`src/rtl/gpio_apb_pkg.sv`:
```
package gpio_apb_pkg;

  localparam int BUS_W = 32;

  // Word index inside the register window (byte offset / 4).
  typedef enum logic [3:0] {
    RI_PIN_IN   = 4'd0,
    RI_OUT_VAL  = 4'd1,
    RI_OUT_SET  = 4'd2,
    RI_OUT_CLR  = 4'd3,
    RI_DIR_SET  = 4'd4,
    RI_DIR_CLR  = 4'd5,
    RI_MODE_SET = 4'd6,
    RI_MODE_CLR = 4'd7,
    RI_POL_SET  = 4'd8,
    RI_POL_CLR  = 4'd9,
    RI_BOTH_SET = 4'd10,
    RI_BOTH_CLR = 4'd11,
    RI_IEN_SET  = 4'd12,
    RI_IEN_CLR  = 4'd13,
    RI_IRQ      = 4'd14,
    RI_NONE     = 4'd15
  } reg_idx_e;

  // Control fields held in set/clear pairs; field k sits at words 2+2k and 3+2k.
  localparam int CT_OUT   = 0;
  localparam int CT_DIR   = 1;
  localparam int CT_MODE  = 2;
  localparam int CT_POL   = 3;
  localparam int CT_BOTH  = 4;
  localparam int CT_IEN   = 5;
  localparam int NUM_CTRL = 6;
  localparam int FIRST_PAIR_WORD = 2;

endpackage

```
`src/rtl/gpio_sc_bank.sv`:
```
module gpio_sc_bank #(
  parameter int WIDTH = 32
) (
  input  logic             clk,
  input  logic             rst,
  input  logic             set_we,
  input  logic             clr_we,
  input  logic [WIDTH-1:0] mask,
  output logic [WIDTH-1:0] q
);
  // Only one of set_we / clr_we can be high, since they decode distinct words.
  always_ff @(posedge clk) begin
    if (rst)
      q <= '0;
    else if (set_we)
      q <= q | mask;
    else if (clr_we)
      q <= q & ~mask;
  end
endmodule

```
`src/rtl/gpio_in_sync.sv`:
```
module gpio_in_sync #(
  parameter int WIDTH  = 32,
  parameter int STAGES = 2
) (
  input  logic             clk,
  input  logic             rst,
  input  logic [WIDTH-1:0] async_in,
  output logic [WIDTH-1:0] sync_out
);
  logic [WIDTH-1:0] stage_q [STAGES];

  always_ff @(posedge clk) begin
    if (rst)
      stage_q[0] <= '0;
    else
      stage_q[0] <= async_in;
  end

  for (genvar s = 1; s < STAGES; s++) begin : g_stage
    always_ff @(posedge clk) begin
      if (rst)
        stage_q[s] <= '0;
      else
        stage_q[s] <= stage_q[s-1];
    end
  end

  assign sync_out = stage_q[STAGES-1];
endmodule

```
`src/rtl/gpio_irq_unit.sv`:
```
module gpio_irq_unit #(
  parameter int WIDTH = 32
) (
  input  logic             clk,
  input  logic             rst,
  input  logic [WIDTH-1:0] line_sync,
  input  logic [WIDTH-1:0] edge_mode,
  input  logic [WIDTH-1:0] polarity,
  input  logic [WIDTH-1:0] both_edges,
  input  logic [WIDTH-1:0] enable,
  input  logic             clr_we,
  input  logic [WIDTH-1:0] clr_mask,
  output logic [WIDTH-1:0] pending,
  output logic [WIDTH-1:0] active
);
  logic [WIDTH-1:0] prev_q;

  always_ff @(posedge clk) begin
    if (rst)
      prev_q <= '0;
    else
      prev_q <= line_sync;
  end

  for (genvar i = 0; i < WIDTH; i++) begin : g_line
    logic rise;
    logic fall;
    logic hit;
    logic drop;

    always_comb begin
      rise = line_sync[i] & ~prev_q[i];
      fall = ~line_sync[i] & prev_q[i];
      if (both_edges[i])
        hit = rise | fall;
      else if (polarity[i])
        hit = rise;
      else
        hit = fall;
      hit  = hit & edge_mode[i] & enable[i];
      drop = clr_we & clr_mask[i];
    end

    // A fresh edge outranks a clear landing in the same cycle.
    always_ff @(posedge clk) begin
      if (rst)
        pending[i] <= 1'b0;
      else if (hit)
        pending[i] <= 1'b1;
      else if (drop)
        pending[i] <= 1'b0;
    end

    always_comb begin
      if (edge_mode[i])
        active[i] = enable[i] & pending[i];
      else
        active[i] = enable[i] & (line_sync[i] ~^ polarity[i]);
    end
  end
endmodule

```
`src/rtl/gpio_apb_irq.sv`:
```
module gpio_apb_irq
  import gpio_apb_pkg::*;
#(
  parameter int NUM_LINES   = 32,
  parameter int ADDR_W      = 8,
  parameter int SYNC_STAGES = 2
) (
  input  logic                 clk,
  input  logic                 rst,
  input  logic                 psel,
  input  logic                 penable,
  input  logic                 pwrite,
  input  logic [ADDR_W-1:0]    paddr,
  input  logic [31:0]          pwdata,
  output logic [31:0]          prdata,
  output logic                 pready,
  output logic                 pslverr,
  input  logic [NUM_LINES-1:0] pin_in,
  output logic [NUM_LINES-1:0] pin_out,
  output logic [NUM_LINES-1:0] pin_oe,
  output logic                 irq_out
);
  localparam int WORD_W = ADDR_W - 2;
  localparam logic [WORD_W-1:0] LAST_WORD = WORD_W'(RI_IRQ);

  logic [WORD_W-1:0]    word;
  reg_idx_e             idx;
  logic                 wr_en;
  logic                 rd_setup;
  logic [NUM_LINES-1:0] wmask;
  logic [NUM_LINES-1:0] ctrl_q [NUM_CTRL];
  logic [NUM_LINES-1:0] line_sync;
  logic [NUM_LINES-1:0] pend_vec;
  logic [NUM_LINES-1:0] active_vec;
  logic [NUM_LINES-1:0] ien_vec;
  logic                 irq_clr_we;
  logic [BUS_W-1:0]     rd_mux;
  logic                 unused_addr_lsb;

  assign unused_addr_lsb = ^paddr[1:0];

  // Address decode
  assign word = paddr[ADDR_W-1:2];
  always_comb begin
    if (word <= LAST_WORD)
      idx = reg_idx_e'(word[3:0]);
    else
      idx = RI_NONE;
  end

  assign wr_en      = psel & penable & pwrite;
  assign rd_setup   = psel & ~penable & ~pwrite;
  assign wmask      = pwdata[NUM_LINES-1:0];
  assign irq_clr_we = wr_en & (idx == RI_IRQ);

  // Set/clear control fields
  for (genvar k = 0; k < NUM_CTRL; k++) begin : g_ctrl
    localparam reg_idx_e SET_IDX = reg_idx_e'(4'(FIRST_PAIR_WORD + 2 * k));
    localparam reg_idx_e CLR_IDX = reg_idx_e'(4'(FIRST_PAIR_WORD + 2 * k + 1));
    gpio_sc_bank #(.WIDTH(NUM_LINES)) u_bank (
      .clk    (clk),
      .rst    (rst),
      .set_we (wr_en & (idx == SET_IDX)),
      .clr_we (wr_en & (idx == CLR_IDX)),
      .mask   (wmask),
      .q      (ctrl_q[k])
    );
  end

  assign ien_vec = ctrl_q[CT_IEN];
  assign pin_out = ctrl_q[CT_OUT];
  assign pin_oe  = ctrl_q[CT_DIR];

  gpio_in_sync #(.WIDTH(NUM_LINES), .STAGES(SYNC_STAGES)) u_sync (
    .clk      (clk),
    .rst      (rst),
    .async_in (pin_in),
    .sync_out (line_sync)
  );

  gpio_irq_unit #(.WIDTH(NUM_LINES)) u_irq (
    .clk        (clk),
    .rst        (rst),
    .line_sync  (line_sync),
    .edge_mode  (ctrl_q[CT_MODE]),
    .polarity   (ctrl_q[CT_POL]),
    .both_edges (ctrl_q[CT_BOTH]),
    .enable     (ien_vec),
    .clr_we     (irq_clr_we),
    .clr_mask   (wmask),
    .pending    (pend_vec),
    .active     (active_vec)
  );

  // Read path: chosen in the setup phase, held through the access phase.
  always_comb begin
    rd_mux = '0;
    case (idx)
      RI_PIN_IN:  rd_mux[NUM_LINES-1:0] = line_sync;
      RI_OUT_VAL: rd_mux[NUM_LINES-1:0] = ctrl_q[CT_OUT];
      RI_IRQ:     rd_mux[NUM_LINES-1:0] = active_vec;
      RI_NONE:    rd_mux = '0;
      default:    rd_mux[NUM_LINES-1:0] = ctrl_q[(int'(idx) - FIRST_PAIR_WORD) / 2];
    endcase
  end

  always_ff @(posedge clk) begin
    if (rst)
      prdata <= '0;
    else if (rd_setup)
      prdata <= rd_mux;
  end

  always_ff @(posedge clk) begin
    if (rst)
      irq_out <= 1'b0;
    else
      irq_out <= |active_vec;
  end

  assign pready  = 1'b1;
  assign pslverr = 1'b0;
endmodule

```
`config.mk`:
```
export PLATFORM = sky130hd
export DESIGN_NAME = gpio_apb_irq
export DESIGN_NICKNAME = d
export VERILOG_FILES = /design/src/rtl/gpio_apb_pkg.sv /design/src/rtl/gpio_sc_bank.sv /design/src/rtl/gpio_in_sync.sv /design/src/rtl/gpio_irq_unit.sv /design/src/rtl/gpio_apb_irq.sv
export SDC_FILE = /design/constraint.sdc
export NUM_CORES = 1
export LEC_CHECK = 0
export BUFFER_PORTS_ARGS = -buffer_cell sky130_fd_sc_hd__buf_2
export CORE_UTILIZATION = 54
export DETAILED_ROUTE_END_ITERATION = 6
export GPL_TIMING_DRIVEN = 0
export PLACE_DENSITY = 0.85
export SYNTH_ARGS = -nofsm -noshare
export SYNTH_HDL_FRONTEND = slang
export SYNTH_SLANG_ARGS = --single-unit
```
`constraint.sdc`:
```
create_clock -name clk -period 3.5 [get_ports clk]
set_clock_uncertainty 0.15 [all_clocks]
set_input_delay 0 -clock clk [delete_from_list [all_inputs] [get_ports clk]]
set_output_delay 0 -clock clk [all_outputs]
set_load 0.01 [all_outputs]
```
==> out/results.tsv <==
stage	metric	value	unit
outcome	outcome	complete, but fails checks	
outcome	violations	capacitance limit, slew limit	
critical_path	path_cells	dlygate4sd3_1 > buf_2 > nor3_4 > and3_1 > ha_1 > ha_1 > xor2_1 > xnor2_1 > or2_2 > clkbuf_1 > clkbuf_2 > o211ai_1 > a311oi_1	
cts	cts_tree	built	
final_layout	fillCellCount	2453	
placed_design	hpwlAfterDp	40400	um
final_layout	fin_area	20800	sq um
timing	maxSlewHeadroom	-1.12	%
drt	wl_met3	7480	um
critical_path	startpoint_type	primary input	
drt	detailedRoute.firstIterationViolations	2184	
critical_path	cp_max_fo	10	
synthesis	ys_types	38	
drt	viasPerCell	6.29	
grt	antenna_found_initial	3	
floorplan	fp.dieArea	33300	sq um
pwr	p_leak	8.41	nW
drt	drt-met1-wl	22200	um
pwr	p_int	6.66	mW
synthesis	syn_inst	1977	
pwr	peakVddDrop	0.000329	V
cts	post_cts_buffers	0	
pwr	totalPowerFinal	8.83	mW
worst_hold_path	hold_class	primary input to flip-flop	
timing	worstMarginPinSlew	1.50	ns
drt	via_count	16897	
timing	post-route-min-period	3.35	ns
synthesis	postSynthAreaPerCell	8.91	sq um
floorplan	fp.dieW	183	um
synthesis	yosysTopAreaCell	dfxtp_1	
grt	grt_remaining_overflow	0	
pwr	netSwitchingFraction	24.6	%
floorplan	rows	65	
drt	postRouteAntennaNets	0	
critical_path	slowest_delay	0.58	ns
drt	wl_per_cell	22.1	um
cts	clock-root-buffer	clkbuf_16	
cts	clk_pin_slew_worst_paths	0.06	ns
grt	grt_max_degree	29	
critical_path	crit_path_end_kind	flip-flop	
final_layout	mostFrequentLayoutCells	dfxtp_1, nor2_1, mux2i_1	
grt	grtUsageTotal	34.8	%
final_layout	final_core_util	65.4	%
synthesis	synth-seq-cells	353	
drt	drtPass1Iterations	6	
placed_design	placement.io_buffers	137	
critical_path	slowest_stage	dlygate4sd3_1	
final_layout	syn_to_final_growth	18.0	%
floorplan	die_h	183	um
timing	finalHoldViolCount	0	
timing	setup_viol	0	
drt	post-route-drc-count	0	
final_layout	ff_latch_area	7070	sq um
timing	slew_violations	1	
synthesis	ys.flop_type	dfxtp_1	
synthesis	syn_area	17600	sq um
final_layout	layout_commonest_cell	dfxtp_1	
final_layout	layout-drive-gt1-share	14.9	%
timing	max_freq	298	MHz
synthesis	ys_warn_count	0	
floorplan	core_region_area	31800	sq um
synthesis	async_reset_ff_share	0	%
cts	cts.sinks	353	
pwr	p_comb_share	7.9	%
floorplan	io_pins	176	
synthesis	synth.yosys.seq_area_share	40.1	%
timing	rsz0062_at_grt	no	
synthesis	synth_fp_nets	2122	
timing	fin_hold_ws	0.0318	ns
timing	post-route-period-util	95.8	%
synthesis	yosys-top-cells-area	dfxtp_1, mux2i_1, a311oi_1	
grt	grt_pass1_wl	90000	um
cts	cts_max_path_buffers	3	
pwr	p_switching	2.17	mW
critical_path	cp_common_cell	ha_1	
cts	clock_latency	0.54	ns
pwr	p_per_area	425	nW/um^2
cts	cts_made_buffers	38	
synthesis	synth_top_area_share	40.1	%
placed_design	gp_congestion	0.958	
final_layout	nets	2367	
final_layout	multiInputGateArea	9000	sq um
critical_path	worstPathArrival	3.64	ns
job	cap_violations	1	
timing	final.setup.tns	0	ns
drt	drt_wl_total	59400	um
pwr	p_clk_share	45.3	%
pwr	power_frac_seq	46.8	%
drt	wl_met2	26100	um
floorplan	start_util	55.4	%
cts	htree_levels	2	
critical_path	crit_type	primary input to flip-flop	
placed_design	dpl-instance-area	18800	sq um
synthesis	synth_edf_count	0	
grt	grt_pass1_vias	16148	
drt	highest_layer	met4	
critical_path	crit_required	3.79	ns
-- kinds of logic (layout without fill, tap and decap cells) --
| group | Yosys count | count (layout) | synth area share, % |
|---|---|---|---|
| compound gates | 482 | 482 | 18.9 |
| xor+xnor | 34 | 34 | 1.69 |
| fa+ha+maj | 68 | 68 | 4.83 |
| buf+inv | 330 | 601 | 8.78 |
| flops | 353 | 353 | 40.1 |
| mux | 224 | 224 | 13.0 |
| other cells | 2 | 5 | 0.0426 |
| simple gates | 484 | 484 | 12.6 |
-- Yosys cell counts, types with 2 or more instances --
master,number
conb_1,2
nor2b_1,96
nor4_1,2
or4b_1,3
nand3_1,3
nor2_1,195
buf_6,3
xnor2_1,33
ha_1,68
o211ai_1,32
nand4_1,9
buf_1,5
a211oi_1,32
buf_4,66
a311oi_1,128
buf_2,30
nor3_1,5
a31oi_1,32
nor2_2,2
mux2i_1,192
o22a_1,32
and3_1,33
a21oi_1,161
o21ai_0,32
mux2_2,32
nand2_1,130
a32oi_1,32
clkbuf_1,129
dfxtp_1,353
inv_1,97
-- metrics by stage --
step	worst slack [ns]	std cells
floorplan	0.164	1977
global placement	-1.47	2549
detailed placement	-1.63	2549
CTS	0.000760	2683
global route	0.0251	2686
finish	0.148	2686
-- path summary, 6_finish.rpt --
kind	end	slack [ns]	startpoint	cells past startpoint
hold reg to reg	u_sync.stage_q[1][9]	0.28	u_sync.stage_q[0][9]	1
hold / removal	flip-flop	0.03	penable	5
setup reg to reg	irq_out	0.63	flip-flop	5
setup / recovery	prdata[11]	0.15	paddr[3]	13
-- worst max-delay path, delay by kind of cell --
kind / cells / cell delay, ns
xor gates and xnor gates: 2 / 0.55
buffers and inverters: 4 / 1.43
AOI/OAI and AO/OA: 2 / 0.46
adders and majority gates: 2 / 0.32
and+or+nand+nor: 3 / 0.87
-- power by group through the flow --
stage	Sequential (mW)	Clock (mW)	Combinational (mW)
2_1_floorplan	4.21	0	0.358
3_3_place_gp	4.22	0	0.582
3_5_place_dp	4.22	0	0.598
4_1_cts	4.13	3.99	0.665
5_1_grt	4.14	4.17	0.727
6_report	4.13	4.00	0.695
-- layer usage --
metal / up-vias / GRT usage [%]
li1: 7454 / -
met1: 7878 / 43.5
met2: 1284 / 54.2
met3: 281 / 8.36
met4: 0 / 21.5
met5: - / 0
-- final cells by class --
cell class	instances	area share [%]
Clock buffer	56	5.50
Tap cell	435	2.62
Sequential cell	353	34.0
Antenna cell	3	0.0361
Clock inverter	10	0.397
Multi-Input combinational cell	1294	43.3
Inverter	97	1.75
Buffer	231	5.69
Timing Repair Buffer	207	6.67
-- what timing repair did --
item / 4_1_cts / 5_1_grt
cloned: 0 / 0
endpoints found under the setup margin: 32 / 30
resized for setup: 4 / 3
endpoints found under the hold margin: 256 / 0
hold buffers: 70 / 0
Power figures use the tool's default switching activity.
